## config.mk

```make
export PLATFORM = sky130hd
export DESIGN_NAME = predmask_unit
export DESIGN_NICKNAME = d
export VERILOG_FILES = /design/src/rtl/predmask_pkg.sv /design/src/rtl/predmask_bank.sv /design/src/rtl/predmask_issue.sv /design/src/rtl/predmask_form.sv /design/src/rtl/predmask_unit.sv
export SDC_FILE = /design/constraint.sdc
export NUM_CORES = 1
export LEC_CHECK = 0
export BUFFER_PORTS_ARGS = -buffer_cell sky130_fd_sc_hd__buf_2
export CORE_ASPECT_RATIO = 0.8
export CORE_MARGIN = 2
export CORE_UTILIZATION = 50
export CTS_BUF_LIST = sky130_fd_sc_hd__clkbuf_4 sky130_fd_sc_hd__clkbuf_8 sky130_fd_sc_hd__clkbuf_16
export CTS_CLUSTER_DIAMETER = 60
export CTS_CLUSTER_SIZE = 10
export DETAILED_ROUTE_END_ITERATION = 6
export HOLD_SLACK_MARGIN = 0.08
export PLACE_DENSITY = 0.69
export SKIP_LAST_GASP = 1
export SYNTH_ARGS = -nofsm -noshare
export SYNTH_HDL_FRONTEND = slang
export SYNTH_HIERARCHICAL = 1
export SYNTH_SLANG_ARGS = --single-unit
```

## constraint.sdc

```tcl
create_clock -name clk -period 5.6 [get_ports clk]
set_input_delay 1.68 -clock clk [delete_from_list [all_inputs] [get_ports clk]]
set_output_delay 1.68 -clock clk [all_outputs]
set_load 0.02 [all_outputs]
```

## src/rtl/predmask_pkg.sv

```systemverilog
// Shared types for the predicate mask lookup unit.
// Assumes two operand classes, integer and floating point, with one table each.
package predmask_pkg;

    // Control bits of one predicate entry (source index is stored beside it).
    typedef struct packed {
        logic active;
        logic inv;
        logic zero;
    } pred_flags_t;

    localparam int unsigned PM_BANKS = 2;   // bank 0 integer, bank 1 floating point

endpackage

```

## src/rtl/predmask_bank.sv

```systemverilog
// One predicate table bank: NREG entries of flags plus a source register index.
// Write is registered; read is combinational, so a same-cycle read returns the old entry.
// Assumes rd_idx is below NREG.
module predmask_bank
    import predmask_pkg::*;
#(
    parameter int NREG  = 32,
    parameter int REG_W = 5,
    parameter int SRC_W = 6
) (
    input  logic             clk,
    input  logic             rst_n,
    input  logic             wr_en,
    input  logic [REG_W-1:0] wr_idx,
    input  pred_flags_t      wr_flags,
    input  logic [SRC_W-1:0] wr_src,
    input  logic [REG_W-1:0] rd_idx,
    output pred_flags_t      rd_flags,
    output logic [SRC_W-1:0] rd_src
);

    pred_flags_t      flags_q [NREG];
    logic [SRC_W-1:0] src_q   [NREG];

    // Entry storage: cleared to inactive on reset, one entry written per cycle.
    always_ff @(posedge clk) begin
        if (!rst_n) begin
            for (int i = 0; i < NREG; i++) begin
                flags_q[i] <= '0;
                src_q[i]   <= '0;
            end
        end else if (wr_en) begin
            flags_q[wr_idx] <= wr_flags;
            src_q[wr_idx]   <= wr_src;
        end
    end

    // Combinational read port.
    always_comb begin
        rd_flags = flags_q[rd_idx];
        rd_src   = src_q[rd_idx];
    end

endmodule

```

## src/rtl/predmask_issue.sv

```systemverilog
// Request stage: decides whether predication applies, raises the register-file
// read, and registers the control that the result stage needs one cycle later.
// Assumes the register file returns data one cycle after rf_ren.
module predmask_issue
    import predmask_pkg::*;
#(
    parameter int ELEM_W = 6,
    parameter int TGT_W  = 6
) (
    input  logic              clk,
    input  logic              rst_n,
    input  logic              req_valid,
    input  logic              req_remap_active,
    input  pred_flags_t       sel_flags,
    input  logic [ELEM_W-1:0] req_elem,
    input  logic [TGT_W-1:0]  req_tgt,
    output logic              rf_ren,
    output logic              s1_valid,
    output logic              s1_apply,
    output logic              s1_inv,
    output logic              s1_zero,
    output logic [ELEM_W-1:0] s1_elem,
    output logic [TGT_W-1:0]  s1_tgt
);

    logic apply_c;

    // Predication needs both the remap entry and the predicate entry active.
    always_comb begin
        apply_c = req_valid && req_remap_active && sel_flags.active;
        rf_ren  = apply_c;
    end

    // Stage register carrying the decision alongside the pending read.
    always_ff @(posedge clk) begin
        if (!rst_n) begin
            s1_valid <= 1'b0;
            s1_apply <= 1'b0;
            s1_inv   <= 1'b0;
            s1_zero  <= 1'b0;
            s1_elem  <= '0;
            s1_tgt   <= '0;
        end else begin
            s1_valid <= req_valid;
            if (req_valid) begin
                s1_apply <= apply_c;
                s1_inv   <= sel_flags.inv;
                s1_zero  <= sel_flags.zero;
                s1_elem  <= req_elem;
                s1_tgt   <= req_tgt;
            end
        end
    end

endmodule

```

## src/rtl/predmask_form.sv

```systemverilog
// Result stage: builds the final mask from returned register data, applies the
// invert and zeroing rules, and tests the requested element bit.
// Assumes rf_rdata is valid in the cycle s1_valid and s1_apply are high.
module predmask_form #(
    parameter int XLEN   = 64,
    parameter int ELEM_W = 6,
    parameter int TGT_W  = 6
) (
    input  logic              clk,
    input  logic              rst_n,
    input  logic              s1_valid,
    input  logic              s1_apply,
    input  logic              s1_inv,
    input  logic              s1_zero,
    input  logic [ELEM_W-1:0] s1_elem,
    input  logic [TGT_W-1:0]  s1_tgt,
    input  logic [XLEN-1:0]   rf_rdata,
    output logic              out_valid,
    output logic [XLEN-1:0]   out_mask,
    output logic              out_zero,
    output logic              out_elem_en,
    output logic [TGT_W-1:0]  out_elem_reg
);

    logic [XLEN-1:0] mask_c;
    logic            en_c;

    // Mask selection: all ones by default, else register data, optionally complemented.
    always_comb begin
        if (!s1_apply)   mask_c = '1;
        else if (s1_inv) mask_c = ~rf_rdata;
        else             mask_c = rf_rdata;
        en_c = mask_c[s1_elem];
    end

    // Output register; holds the last result between requests.
    always_ff @(posedge clk) begin
        if (!rst_n) begin
            out_valid    <= 1'b0;
            out_mask     <= '1;
            out_zero     <= 1'b0;
            out_elem_en  <= 1'b0;
            out_elem_reg <= '0;
        end else begin
            out_valid <= s1_valid;
            if (s1_valid) begin
                out_mask     <= mask_c;
                out_zero     <= s1_apply && s1_zero;
                out_elem_en  <= en_c;
                out_elem_reg <= en_c ? s1_tgt : '0;
            end
        end
    end

endmodule

```

## src/rtl/predmask_unit.sv

```systemverilog
// Predicate mask lookup unit top: two predicate tables (integer, floating point),
// the request stage that reads the integer register file, and the result stage.
// Assumes a register file with one-cycle read latency and XLEN a power of two.
module predmask_unit
    import predmask_pkg::*;
#(
    parameter int XLEN  = 64,
    parameter int REG_W = 5,
    parameter int SRC_W = 6,
    parameter int TGT_W = 6,
    localparam int NREG   = 1 << REG_W,
    localparam int ELEM_W = $clog2(XLEN)
) (
    input  logic              clk,
    input  logic              rst_n,
    input  logic              cfg_we,
    input  logic              cfg_fp,
    input  logic [REG_W-1:0]  cfg_idx,
    input  logic              cfg_active,
    input  logic              cfg_inv,
    input  logic              cfg_zero,
    input  logic [SRC_W-1:0]  cfg_src,
    input  logic              req_valid,
    input  logic              req_fp,
    input  logic [REG_W-1:0]  req_reg,
    input  logic              req_remap_active,
    input  logic [ELEM_W-1:0] req_elem,
    input  logic [TGT_W-1:0]  req_tgt,
    output logic              rf_ren,
    output logic [SRC_W-1:0]  rf_raddr,
    input  logic [XLEN-1:0]   rf_rdata,
    output logic              out_valid,
    output logic [XLEN-1:0]   out_mask,
    output logic              out_zero,
    output logic              out_elem_en,
    output logic [TGT_W-1:0]  out_elem_reg
);

    pred_flags_t      wr_flags;
    pred_flags_t      bank_flags [PM_BANKS];
    logic [SRC_W-1:0] bank_src   [PM_BANKS];
    pred_flags_t      sel_flags;

    logic              s1_valid, s1_apply, s1_inv, s1_zero;
    logic [ELEM_W-1:0] s1_elem;
    logic [TGT_W-1:0]  s1_tgt;

    // Pack the write data for the tables.
    always_comb begin
        wr_flags.active = cfg_active;
        wr_flags.inv    = cfg_inv;
        wr_flags.zero   = cfg_zero;
    end

    for (genvar b = 0; b < PM_BANKS; b++) begin : g_bank
        predmask_bank #(
            .NREG (NREG),
            .REG_W(REG_W),
            .SRC_W(SRC_W)
        ) u_bank (
            .clk     (clk),
            .rst_n   (rst_n),
            .wr_en   (cfg_we && (cfg_fp == 1'(b))),
            .wr_idx  (cfg_idx),
            .wr_flags(wr_flags),
            .wr_src  (cfg_src),
            .rd_idx  (req_reg),
            .rd_flags(bank_flags[b]),
            .rd_src  (bank_src[b])
        );
    end

    // Select the bank matching the operand class.
    always_comb begin
        sel_flags = bank_flags[req_fp];
        rf_raddr  = bank_src[req_fp];
    end

    predmask_issue #(
        .ELEM_W(ELEM_W),
        .TGT_W (TGT_W)
    ) u_issue (
        .clk             (clk),
        .rst_n           (rst_n),
        .req_valid       (req_valid),
        .req_remap_active(req_remap_active),
        .sel_flags       (sel_flags),
        .req_elem        (req_elem),
        .req_tgt         (req_tgt),
        .rf_ren          (rf_ren),
        .s1_valid        (s1_valid),
        .s1_apply        (s1_apply),
        .s1_inv          (s1_inv),
        .s1_zero         (s1_zero),
        .s1_elem         (s1_elem),
        .s1_tgt          (s1_tgt)
    );

    predmask_form #(
        .XLEN  (XLEN),
        .ELEM_W(ELEM_W),
        .TGT_W (TGT_W)
    ) u_form (
        .clk         (clk),
        .rst_n       (rst_n),
        .s1_valid    (s1_valid),
        .s1_apply    (s1_apply),
        .s1_inv      (s1_inv),
        .s1_zero     (s1_zero),
        .s1_elem     (s1_elem),
        .s1_tgt      (s1_tgt),
        .rf_rdata    (rf_rdata),
        .out_valid   (out_valid),
        .out_mask    (out_mask),
        .out_zero    (out_zero),
        .out_elem_en (out_elem_en),
        .out_elem_reg(out_elem_reg)
    );

endmodule

```

# ---- Word level (Yosys, flattened, before mapping)
# Memory sizes are Yosys's and may differ from the RTL's.
# Cells that the tools add are included.
dict set report classes {
  reduce_logical 9
  mux 30
  bitwise 3
  order_cmp 2
}
# cell count
set ops {}
lappend ops {{$mux 64} 2}
lappend ops {{$not 64->64} 1}
lappend ops {{$mux 6} 6}
lappend ops {{$mux 5} 4}
lappend ops {{$mux 3} 5}
lappend ops {{$mux 1} 12}
lappend ops {{$reduce_or 6->1} 2}
lappend ops {{$lt 6x7->1 const B} 1}
lappend ops {{$bmux 1 s6} 1}
lappend ops {{$reduce_or 3->1} 2}
lappend ops {{$logic_and 1x1->1} 5}
lappend ops {{$ge 2x2->1 const B} 1}
lappend ops {{$not 1->2} 1}
lappend ops {{$not 1->1} 1}
dict set report word_totals {
  output_inout_bits 80
  reg_bits 89
  word_cells 59
  ram_bits 576
  memories 4
  inputBits 102
}
# memory depth width read_ports rd_clocked_by_memory_dff wr line
set memory_table {}
lappend memory_table {{g_bank[0].u_bank.src_q} 32 6 1 0 32 predmask_bank.sv:23} ;# logic [SRC_W-1:0] src_q [NREG];
lappend memory_table {{g_bank[1].u_bank.src_q} 32 6 1 0 32 predmask_bank.sv:23}
lappend memory_table {{g_bank[0].u_bank.flags_q} 32 3 1 0 32 predmask_bank.sv:22} ;# pred_flags_t flags_q [NREG];
lappend memory_table {{g_bank[1].u_bank.flags_q} 32 3 1 0 32 predmask_bank.sv:22}

# ---- Depth between registers and ports, before layout
# Gate-level depths: netlist of the first run.
dict set report depth {
  ltp_word 7
  mapped_depth 10
  ltp_nobuf 7
}

# ---- Hierarchy
# The synthesis of the first run kept the hierarchy.
# mod area_each_um2 seq_area_each_um2 cells_per_inst instances
set by_module_without_submodules {}
lappend by_module_without_submodules {predmask_bank 13217.7 8648.3 812 2}
lappend by_module_without_submodules {predmask_form 3917.5 1461.4 448 1}
lappend by_module_without_submodules {predmask_issue 615.6 320.3 51 1}
lappend by_module_without_submodules {predmask_unit 158.9 0.0 12 1}

# ---- Least setup slack after synthesis of the first run
# Ideal clock, no wire load.
dict set report synth_timing {
  path_kind {input-to-output}
  from {input port req_reg[2]}
  to {output port rf_ren}
  required_ns 3.920
  cell_stages 7
  arrival_ns 3.883
  path_buffers 2
  slack_ns 0.037
  path_cell_list {clkbuf_1 -> clkbuf_1 -> mux4_2 -> mux4_2 -> mux2_2 -> mux2_4 -> and3_2}
}
# element line
set synth_rtl {}
lappend synth_rtl {{start, declared} predmask_unit.sv:25} ;# input logic [REG_W-1:0] req_reg,
lappend synth_rtl {{end, declared} predmask_unit.sv:29} ;# output logic rf_ren,

==> results of run 1 <==
==> worst register-to-register path: cells and delay by family, from the launching register on <==
kind | cells | cell delay (ns)
AOI/OAI and AO/OA | 5 | 1.41
buffers and inverters | 1 | 0.38
DFF | 1 | 0.77
muxes | 2 | 0.49
==> logic make-up after synthesis <==
logic type / after synthesis / share of synthesized area
multiplexers: 255 / 0.157
AO/OA/AOI/OAI: 172 / 0.0338
AND/OR/NAND/NOR: 807 / 0.152
flip-flops: 665 / 0.613
buffers and inverters: 170 / 0.0256
XOR/XNOR: 66 / 0.0186
==> report_power, final <==
part           switching [uW]  internal [uW]  total, uW
registers                 164           5620       5780
clock network            1920           2750       4670
logic                     601            506       1110
total                    2690           8880      11600
==> cell type report <==
cell class | instances | area share
inverters | 3 | 0.000312
well taps | 830 | 0.0288
multi-input cells | 1300 | 0.313
clock inverters | 9 | 0.00520
repair buffers | 328 | 0.0659
clock buffers | 95 | 0.0578
flip-flops and latches | 665 | 0.529
==> cell usage after synthesis, types with 2 or more instances <==
cell type and n:
clkbuf_1 125, nand2b_1 3, buf_2 11, mux2_2 29
buf_4 14, nor3_1 2, nand2_1 82, mux2_1 2
nand4_1 5, o21ai_0 66, a211oi_1 5, o221ai_1 2
or3_1 6, o21ai_1 6, xor2_1 64, nor2b_1 21
nand4b_1 7, nor3b_1 3, mux4_2 180, edfxtp_1 576
buf_12 3, a21oi_1 4, a211oi_2 2, mux2i_1 34
and2_1 579, nand4bb_1 2, nor2_1 70, a221oi_1 5
buf_1 8, dfxtp_1 89, xnor2_1 2, inv_1 3
or3b_2 7, nand3b_1 8, buf_6 6, o22ai_1 71
and3_1 2, mux2_4 10, nand3_1 5
==> worst paths after layout <==
path,from,end,depth (start not counted)
worst max-delay path,req_reg[1],rf_raddr[3],8
worst max register to register,u_issue/s1_elem[1],u_form/out_elem_reg[2],8
worst min-delay path,u_form/out_elem_reg[0],u_form/out_elem_reg[0],2
worst min register to register,u_form/out_elem_reg[0],u_form/out_elem_reg[0],2
==> stage by stage <==
stage | util | setup WS (ns) | hold WS, ns | setup TNS [ns] | power, uW
floorplan | - | 0.0367 | 0.428 | 0 | 6440
global placement | 0.546 | -0.127 | 0.432 | -0.801 | 6910
detailed placement | 0.546 | -0.155 | 0.443 | -0.948 | 6920
CTS | 0.588 | -0.0346 | 0.451 | -0.157 | 11600
global route | 0.588 | -0.0781 | 0.470 | -0.467 | 11900
finish | 0.588 | -0.0605 | 0.450 | -0.302 | 11600
==> per-layer routing <==
layer | vias to the layer above | GRT usage | part of all wire
met5 | - | 0 | 0.00052
met4 | 6 | 0.0695 | 0.024
met3 | 140 | 0.0721 | 0.11
met2 | 1165 | 0.411 | 0.45
met1 | 9905 | 0.392 | 0.42
li1 | 8350 | - | -
==> what timing repair did <==
action / in CTS / in global routing
setup endpoints to repair: 7 / 7
resized for setup: 31 / 0
gates cloned: 3 / 1
setup buffers: 10 / 0
pin swaps: 1 / 0
==> reports/metrics.cfg, run 1 <==
[status]
status = finished with violations
violations = negative setup slack

[floorplanning]
initial_core_util = 0.508
die-area_um2 = 64300
ios = 182
rows = 81
die_x_um = 283
coreArea_um2 = 61300
die-height_um = 227

[setup_path]
critPathTopFamily = multiplexers
endpoint_kind = output pin
cp_slowest_cell = mux4_2
cp_common_cell = mux4_2
required_ns = 3.92
worst_path_largest_cell_delay_ns = 0.53
critPathKind = in2out
crit_buf_inv = 4
cp.arrival_ns = 3.98
worst-r2r-setup-slack_ns = 2.43
crit_chain = buf_16, buf_12, buf_8, mux4_2, mux4_2, mux2_2, mux2_4, buf_2
start_kind = input pin
cp_max_fo = 7

[placement]
place_hpwl_mm = 57.3
placed_cells = 3112
gp_congestion = 0.946
place_area_um2 = 33500
io_buffers = 181

[detailed_routing]
antenna_left = 0
drt_first_pass_iters = 5
wl_per_cell_um = 26.7
vias = 19600
drt-total-wl_mm = 86.3
vias_per_cell = 6.06
dr.first_iter.drc_count = 2554
drcViolationCount = 0

[synthesis]
ys_seq_area_frac = 0.613
synth_top_area_share = 0.556
syn_area_per_cell_um2 = 14.6
yosys_register_bits = 665
synth_edf_count = 576
ys_types = 55
ys_top_cells_by_area = edfxtp_1 56%, mux4_2 13%, and2_1 12%, dfxtp_1 5.7%, xor2_1 1.8%
ys_warn_count = 6
syn_area_um2 = 31100
synth_cells = 2135
syn_nets = 2237
synth_top_cell_by_area = edfxtp_1
synthArstFlopShare = 0
synthFlopType = edfxtp_1

[power_and_ir_drop]
powerDensity_nw_per_um2 = 321
p_leak_uw = 0.0129
vdd_drop_max_uv = 225

[cts]
clk-insertion-delay-late_ns = 0.63
clk_pin_slew_ns = 0.05
cts_max_path_buffers = 3
clock_sinks = 665
cts_hold_buf = 0
root_buffer = clkbuf_16
ctsHtreeMaxLevel = 3
numCtsBuffers = 77
cts_tree = yes

[layout]
layout.cells.non_filler = 3230
layout.cells.most_common = and2_1
multi_input_area_um2 = 11300
syn_to_final_growth_pct = 15.9
drive_gt1_frac = 0.279
largest_reg_flops = 384
nets = 2477
fillers = 4656
insertedDiodeCount = 0
ff_latch_area_um2 = 19100
final_cell_mix = 579 x and2_1, 576 x edfxtp_1, 180 x mux4_2, 166 x buf_2, 134 x buf_4
top_register = g_bank.u_bank/src_q
top_regs = g_bank.u_bank/src_q: 384 flops, g_bank.u_bank/flags_q: 192 flops, u_form/out_mask: 64 flops
design_area_um2 = 36100

[grt]
grtUsageTotal = 0.271
grt_pass1_vias = 18800
grt_first_pass_wirelength_mm = 128
grt_start_max_net_pins = 72
grt-ovfl-total = 0
antenna_found_initial = 5

[sta]
period_needed_ns = 5.66
worst_slack_ns = -0.0605
tightest_slew_ns = 1.00
slew_violations = 0
hold_violations = 0
fmax_ghz = 0.177
period_share = 1.01
setup_violations = 7
rsz0062_at_grt = true
skew_ns = 0.0165
slew_headroom = 0.330

[flow_run]
cap_viol_max_count = 0

[worst_hold_path]
hp-class = reg2reg

Power figures use the tool's default switching activity.
==> inputs of run 2 (changes only) <==
--- a/config.mk
+++ b/config.mk
@@ -5,6 +5,7 @@
 export SDC_FILE = /design/constraint.sdc
 export NUM_CORES = 1
 export LEC_CHECK = 0
+export ABC_AREA = 1
 export BUFFER_PORTS_ARGS = -buffer_cell sky130_fd_sc_hd__buf_2
 export CORE_ASPECT_RATIO = 0.8
 export CORE_MARGIN = 2
@@ -15,6 +16,7 @@
 export DETAILED_ROUTE_END_ITERATION = 6
 export HOLD_SLACK_MARGIN = 0.08
 export PLACE_DENSITY = 0.69
+export SKIP_CTS_REPAIR_TIMING = 1
 export SKIP_LAST_GASP = 1
 export SYNTH_ARGS = -nofsm -noshare
 export SYNTH_HDL_FRONTEND = slang
==> run 2 against run 1 <==
The flow now finishes without violations; sequential share of layout area increased by 0.94 points; cell count increased by 42%; sequential power down 0.7%; worst setup slack improved by 0.22 ns; power is 1.1% lower; routed wire length is 6.8% higher; register-to-register slack worse by 0.13 ns; critical path type unchanged; critical endpoint is now rf_raddr[0]; highest routed layer unchanged.
==> reports/metrics.cfg, run 2 <==
[synthesis]
ys_warn_count = 6
yosys_register_bits = 665
syn_area_um2 = 31600
syn_nets = 3705
ys_seq_area_frac = 0.604
synthFlopType = edfxtp_1
synth_edf_count = 576
syn_area_per_cell_um2 = 8.77
ys_top_cells_by_area = edfxtp_1 55%, nand2_1 14%, nand3_1 8.7%, nor2_1 7.1%, dfxtp_1 5.6%
synth_top_area_share = 0.547
synth_cells = 3603
ys_top_cells_by_count = 1211 x nand2_1, 595 x nor2_1, 576 x edfxtp_1, 552 x nand3_1, 103 x clkbuf_1
ys_types = 28
synth_top_cell_by_area = edfxtp_1
synthArstFlopShare = 0
yosys.cell_count.top_type = nand2_1

[layout]
largest_reg_flops = 384
final_cell_mix = 1211 x nand2_1, 595 x nor2_1, 576 x edfxtp_1, 552 x nand3_1, 178 x buf_2
syn_to_final_growth_pct = 12.2
drive_gt1_frac = 0.129
nets = 3810
top_register = g_bank.u_bank/src_q
top_regs = g_bank.u_bank/src_q: 384 flops, g_bank.u_bank/flags_q: 192 flops, u_form/out_mask: 64 flops
layout.cells.most_common = nand2_1
layout.cells.non_filler = 4577

[grt]
met2_usage = 0.390
grt_first_pass_wirelength_mm = 141
grt-ovfl-total = 0
grt_util_met3 = 0.0861
grt_pass1_vias = 24200
antenna_found_initial = 4
grtUsageTotal = 0.279
grt_use_met1 = 0.417
grt_start_max_net_pins = 80
top_usage_layer = met1

[worst_hold_path]
min_to = u_form/out_mask[10]
min_path_cells = 2
hp-class = reg2reg
hold_path_startpoint = u_form/out_mask[10]

[power_and_ir_drop]
power_uw = 11400
p_seq_frac = 0.502
powerDensity_nw_per_um2 = 323
switching_power_uw = 2880
p_leak_uw = 0.0146
vdd_drop_max_uv = 210
pwr-share-comb = 0.105
clkPwrFrac = 0.394
p_int_uw = 8560
swShare = 0.251

[sta]
period_needed_ns = 5.44
slew_headroom = 0.280
slew_violations = 0
skew_ns = 0.0221
hold_slack_ns = 0.458
period_share = 0.972
fmax_ghz = 0.184
setup_violations = 0
tns_ns = 0
rsz0062_at_grt = false
worst_slack_ns = 0.158
hold_violations = 0
tightest_slew_ns = 1.08

[floorplanning]
initial_core_util = 0.505
rows = 82
coreArea_um2 = 62600
die_x_um = 285
die-area_um2 = 65200
ios = 182
die-height_um = 229

[setup_path]
r2r-end = u_form/out_elem_reg[0]
r2r-start = u_issue/s1_inv
required_ns = 3.92
start_kind = input pin
r2r_cells = 13
critPathKind = in2out
cp.arrival_ns = 3.76
endpoint_kind = output pin
cp_max_fo = 52
worst-r2r-setup-slack_ns = 2.30

[detailed_routing]
antenna_left = 0
dr.first_iter.drc_count = 3265
drt_first_pass_iters = 6
drt-total-wl_mm = 92.2
drcViolationCount = 0
wl_per_cell_um = 20.1
vias_per_cell = 5.69
vias = 26100

[flow_run]
cap_viol_max_count = 0

[cts]
clk_pin_slew_ns = 0.05
cts_max_path_buffers = 3
clock_sinks = 665
numCtsBuffers = 77
cts_tree = yes
ctsHtreeMaxLevel = 3
root_buffer = clkbuf_16
clk-insertion-delay-late_ns = 0.62

[placement]
placed_cells = 4469
io_buffers = 181
post-place-ws_ns = 0.241
gp_congestion = 0.910
place_hpwl_mm = 58.3

[status]
status = complete, no violations

==> run 2: kinds of logic after synthesis <==
group | Yosys count | share of synthesized area
AND/OR/NAND/NOR | 2512 | 0.335
flip-flops | 665 | 0.604
buffers and inverters | 339 | 0.0469
AO/OA/AOI/OAI | 87 | 0.0139
==> run 2: layer usage <==
metal / up-vias / share of wire
met5: - / 0.00014
met4: 2 / 0.024
met3: 157 / 0.13
met2: 1501 / 0.42
met1: 12300 / 0.42
li1: 12100 / -
==> run 2: critical path: stages <==
cell and delay (ns):
clkbuf_8 0.25, buf_12 0.30, buf_4 0.28, nand2_1 0.07
nand3_1 0.13, nand3_1 0.10, nand2_1 0.09, nand2_1 0.08
nand2_1 0.11, nand2_1 0.05, nand2_1 0.08, nand2_1 0.12
nand2_1 0.18, buf_2 0.20
==> run 2: worst max-delay path by stage <==
stage / from / endpoint / slack, ns / cells past startpoint
finish: req_reg[0] / rf_raddr[0] / 0.16 / 14
detailed placement: req_reg[1] / rf_raddr[0] / 0.24 / 13
global route: req_reg[0] / rf_raddr[0] / 0.05 / 14
global placement: req_reg[0] / rf_raddr[0] / 0.23 / 14
CTS: req_reg[1] / rf_raddr[0] / 0.24 / 13
floorplan: req_reg[0] / rf_ren / 0.93 / 16
==> run 2: final cells by class <==
type                       instances  area [um2]
clock inverter                     8        68.8
multi-input combinational       2599       11000
tap                              840        1050
inverter                         101         389
sequential                       665       19100
clock buffer                      97        2090
timing repair buffer             264        1710
antenna                            3        7.51
fill                            5586       27100
==> run 2: power groups by stage <==
stage	sequential (uW)	clock (uW)	combinational [uW]
floorplan	5830	0	731
finish	5740	4500	1200
global placement	5830	0	1160
detailed placement	5840	0	1170
global route	5760	4780	1300
CTS	5740	4580	1170
==> run 2: per-stage QoR <==
step,utilization,instance area [um2]
after floorplan,-,31600
final,0.566,35400
after CTS,0.566,35400
after global routing,0.566,35400
after detailed placement,0.532,33300
after global placement,0.532,33300
==> inputs of run 3 (changes only) <==
--- a/config.mk
+++ b/config.mk
@@ -9,13 +9,13 @@
 export BUFFER_PORTS_ARGS = -buffer_cell sky130_fd_sc_hd__buf_2
 export CORE_ASPECT_RATIO = 0.8
 export CORE_MARGIN = 2
-export CORE_UTILIZATION = 50
+export CORE_UTILIZATION = 35
 export CTS_BUF_LIST = sky130_fd_sc_hd__clkbuf_4 sky130_fd_sc_hd__clkbuf_8 sky130_fd_sc_hd__clkbuf_16
 export CTS_CLUSTER_DIAMETER = 60
 export CTS_CLUSTER_SIZE = 10
 export DETAILED_ROUTE_END_ITERATION = 6
 export HOLD_SLACK_MARGIN = 0.08
-export PLACE_DENSITY = 0.69
+export PLACE_DENSITY = 0.52
 export SKIP_CTS_REPAIR_TIMING = 1
 export SKIP_LAST_GASP = 1
 export SYNTH_ARGS = -nofsm -noshare
==> run 3 against run 2 <==
Global-route usage shrank 6.1 points; die area grew 42%; sequential share of layout area shrank 0.67 points; worst hold slack gained 0.0019 ns; sequential cell count is the same; critical path depth grew 1; non-clock buffer count shrank 3; critical path type unchanged; highest routed layer unchanged.
==> reports/metrics.cfg, run 3 (synthesis gave the netlist of run 2 again) <==
[layout]
drive_gt1_frac = 0.127
largest_reg_flops = 384
top_regs = g_bank.u_bank/src_q: 384 flops, g_bank.u_bank/flags_q: 192 flops, u_form/out_mask: 64 flops
final_cell_mix = 1211 x nand2_1, 595 x nor2_1, 576 x edfxtp_1, 552 x nand3_1, 178 x buf_2
layout.cells.most_common = nand2_1
nets = 3808
top_register = g_bank.u_bank/src_q
final_util = 0.401
syn_to_final_growth_pct = 13.6

[sta]
rsz0062_at_grt = false
tightest_slew_ns = 1.25
skew_ns = 0.0133
period_needed_ns = 5.41
slew_headroom = 0.163
tns_ns = 0
hold_violations = 0
setup_violations = 0
fmax_ghz = 0.185
period_share = 0.966
slew_violations = 0

[floorplanning]
initial_core_util = 0.354
die-area_um2 = 92700
rows = 98
die-height_um = 273
coreArea_um2 = 89400
die_x_um = 340
ios = 182

[worst_hold_path]
hold_path_startpoint = u_form/out_mask[3]
min_path_cells = 2
hp-class = reg2reg
min_to = u_form/out_mask[3]

[detailed_routing]
drcViolationCount = 0
vias = 25600
met1Wirelength_mm = 49.3
dr_wl_met3_mm = 9.92
vias_per_cell = 5.18
highest_layer = met5
drt_first_pass_iters = 7
antenna_left = 0
drt-total-wl_mm = 102
wl_per_cell_um = 20.8
wl_met2_mm = 41.5
dr.first_iter.drc_count = 2705

[placement]
io_buffers = 181
place_hpwl_mm = 65.9
gp_congestion = 0.892

[setup_path]
cp_common_cell = nand2_1
cp.arrival_ns = 3.73
cp_slowest_cell = buf_4
r2r-start = u_issue/s1_apply
crit_chain = clkbuf_8, buf_4, nand2_1, nand3_1, nand3_1, nand2_1, nand2_1, nand2_1, nand2_1, nand2_1, nand2_1, nand2_1, nand3_2, inv_1, buf_2
start_kind = input pin
cp_max_fo = 25
critPathTopFamily = simple AND/OR/NAND/NOR gates
worst_path_largest_cell_delay_ns = 0.33
critPathKind = in2out
r2r-end = u_form/out_elem_reg[0]
endpoint_kind = output pin
crit_buf_inv = 4
r2r_cells = 12
worst-r2r-setup-slack_ns = 2.95
required_ns = 3.92

[cts]
numCtsBuffers = 78
root_buffer = clkbuf_16
ctsHtreeMaxLevel = 3
clk_pin_slew_ns = 0.05
clock_sinks = 665
cts_max_path_buffers = 3
clk-insertion-delay-late_ns = 0.63
cts_tree = yes

[power_and_ir_drop]
p_leak_uw = 0.0146
powerDensity_nw_per_um2 = 322
vdd_drop_max_uv = 185

[grt]
grt_first_pass_wirelength_mm = 154
grtUsageTotal = 0.218
antenna_found_initial = 5
grt-ovfl-total = 0
grt_pass1_vias = 24200
grt_start_max_net_pins = 80

[status]
status = complete, no violations

[flow_run]
cap_viol_max_count = 0

-- run 3: changes by cell type in the layout (fill, tap and decap cells not counted) --
cell        before  now
buf_12          13   14
buf_4           72   68
clkbuf_16       78   79
clkbuf_4        19   18
clkbuf_8         1    2
clkinv_2         1    0
clkinv_8         1    0
clkinvlp_4       0    1
diode_2          3    6
inv_2            5    6
inv_4            4    3
inv_6            5    3
-- run 3: area by class of cell --
class | instances | area (um2)
inverter | 101 | 387
clock buffer | 98 | 2130
clock inverter | 5 | 37.5
antenna | 6 | 15.0
timing repair buffer | 261 | 1700
fill | 9052 | 53500
sequential | 665 | 19100
tap | 1200 | 1500
multi-input combinational | 2599 | 11000
-- run 3: stage by stage --
step           setup slack (ns)  cells  hold slack, ns  cell area [um2]  total power [uW]
2_1_floorplan             0.927   3603           0.441            31600              6560
3_3_place_gp              0.285   4826           0.446            33700              7050
3_5_place_dp              0.277   4826           0.449            33700              7050
4_1_cts                   0.269   4929           0.463            35900             11700
5_1_grt                  0.0599   4931           0.473            35900             12000
6_report                  0.193   4935           0.460            35900             11600
-- run 3: layer usage --
layer | vias up | global-route usage
li1 | 12100 | -
met1 | 12300 | 0.338
met2 | 993 | 0.304
met3 | 119 | 0.0563
met4 | 2 | 0.0435
met5 | - | 0
-- run 3: power by group --
group	internal (uW)	switching, uW	total, uW
combinational	325	905	1230
sequential	5630	102	5740
clock	2630	1960	4590
-- run 3: tightest hold or removal path, stage by stage (launching register included) --
cell     delay, ns
dfxtp_1       0.32
a21oi_1       0.06
nand2_1       0.05
-- run 3: worst max path at each step --
| stage | startpoint | end | slack [ns] | cells after the start |
|---|---|---|---|---|
| floorplan | req_reg[0] | rf_ren | 0.93 | 16 |
| global placement | req_reg[0] | rf_ren | 0.28 | 15 |
| detailed placement | req_reg[0] | rf_ren | 0.28 | 15 |
| CTS | req_reg[0] | rf_ren | 0.27 | 15 |
| global route | req_reg[0] | rf_ren | 0.06 | 15 |
| finish | req_reg[0] | rf_ren | 0.19 | 15 |
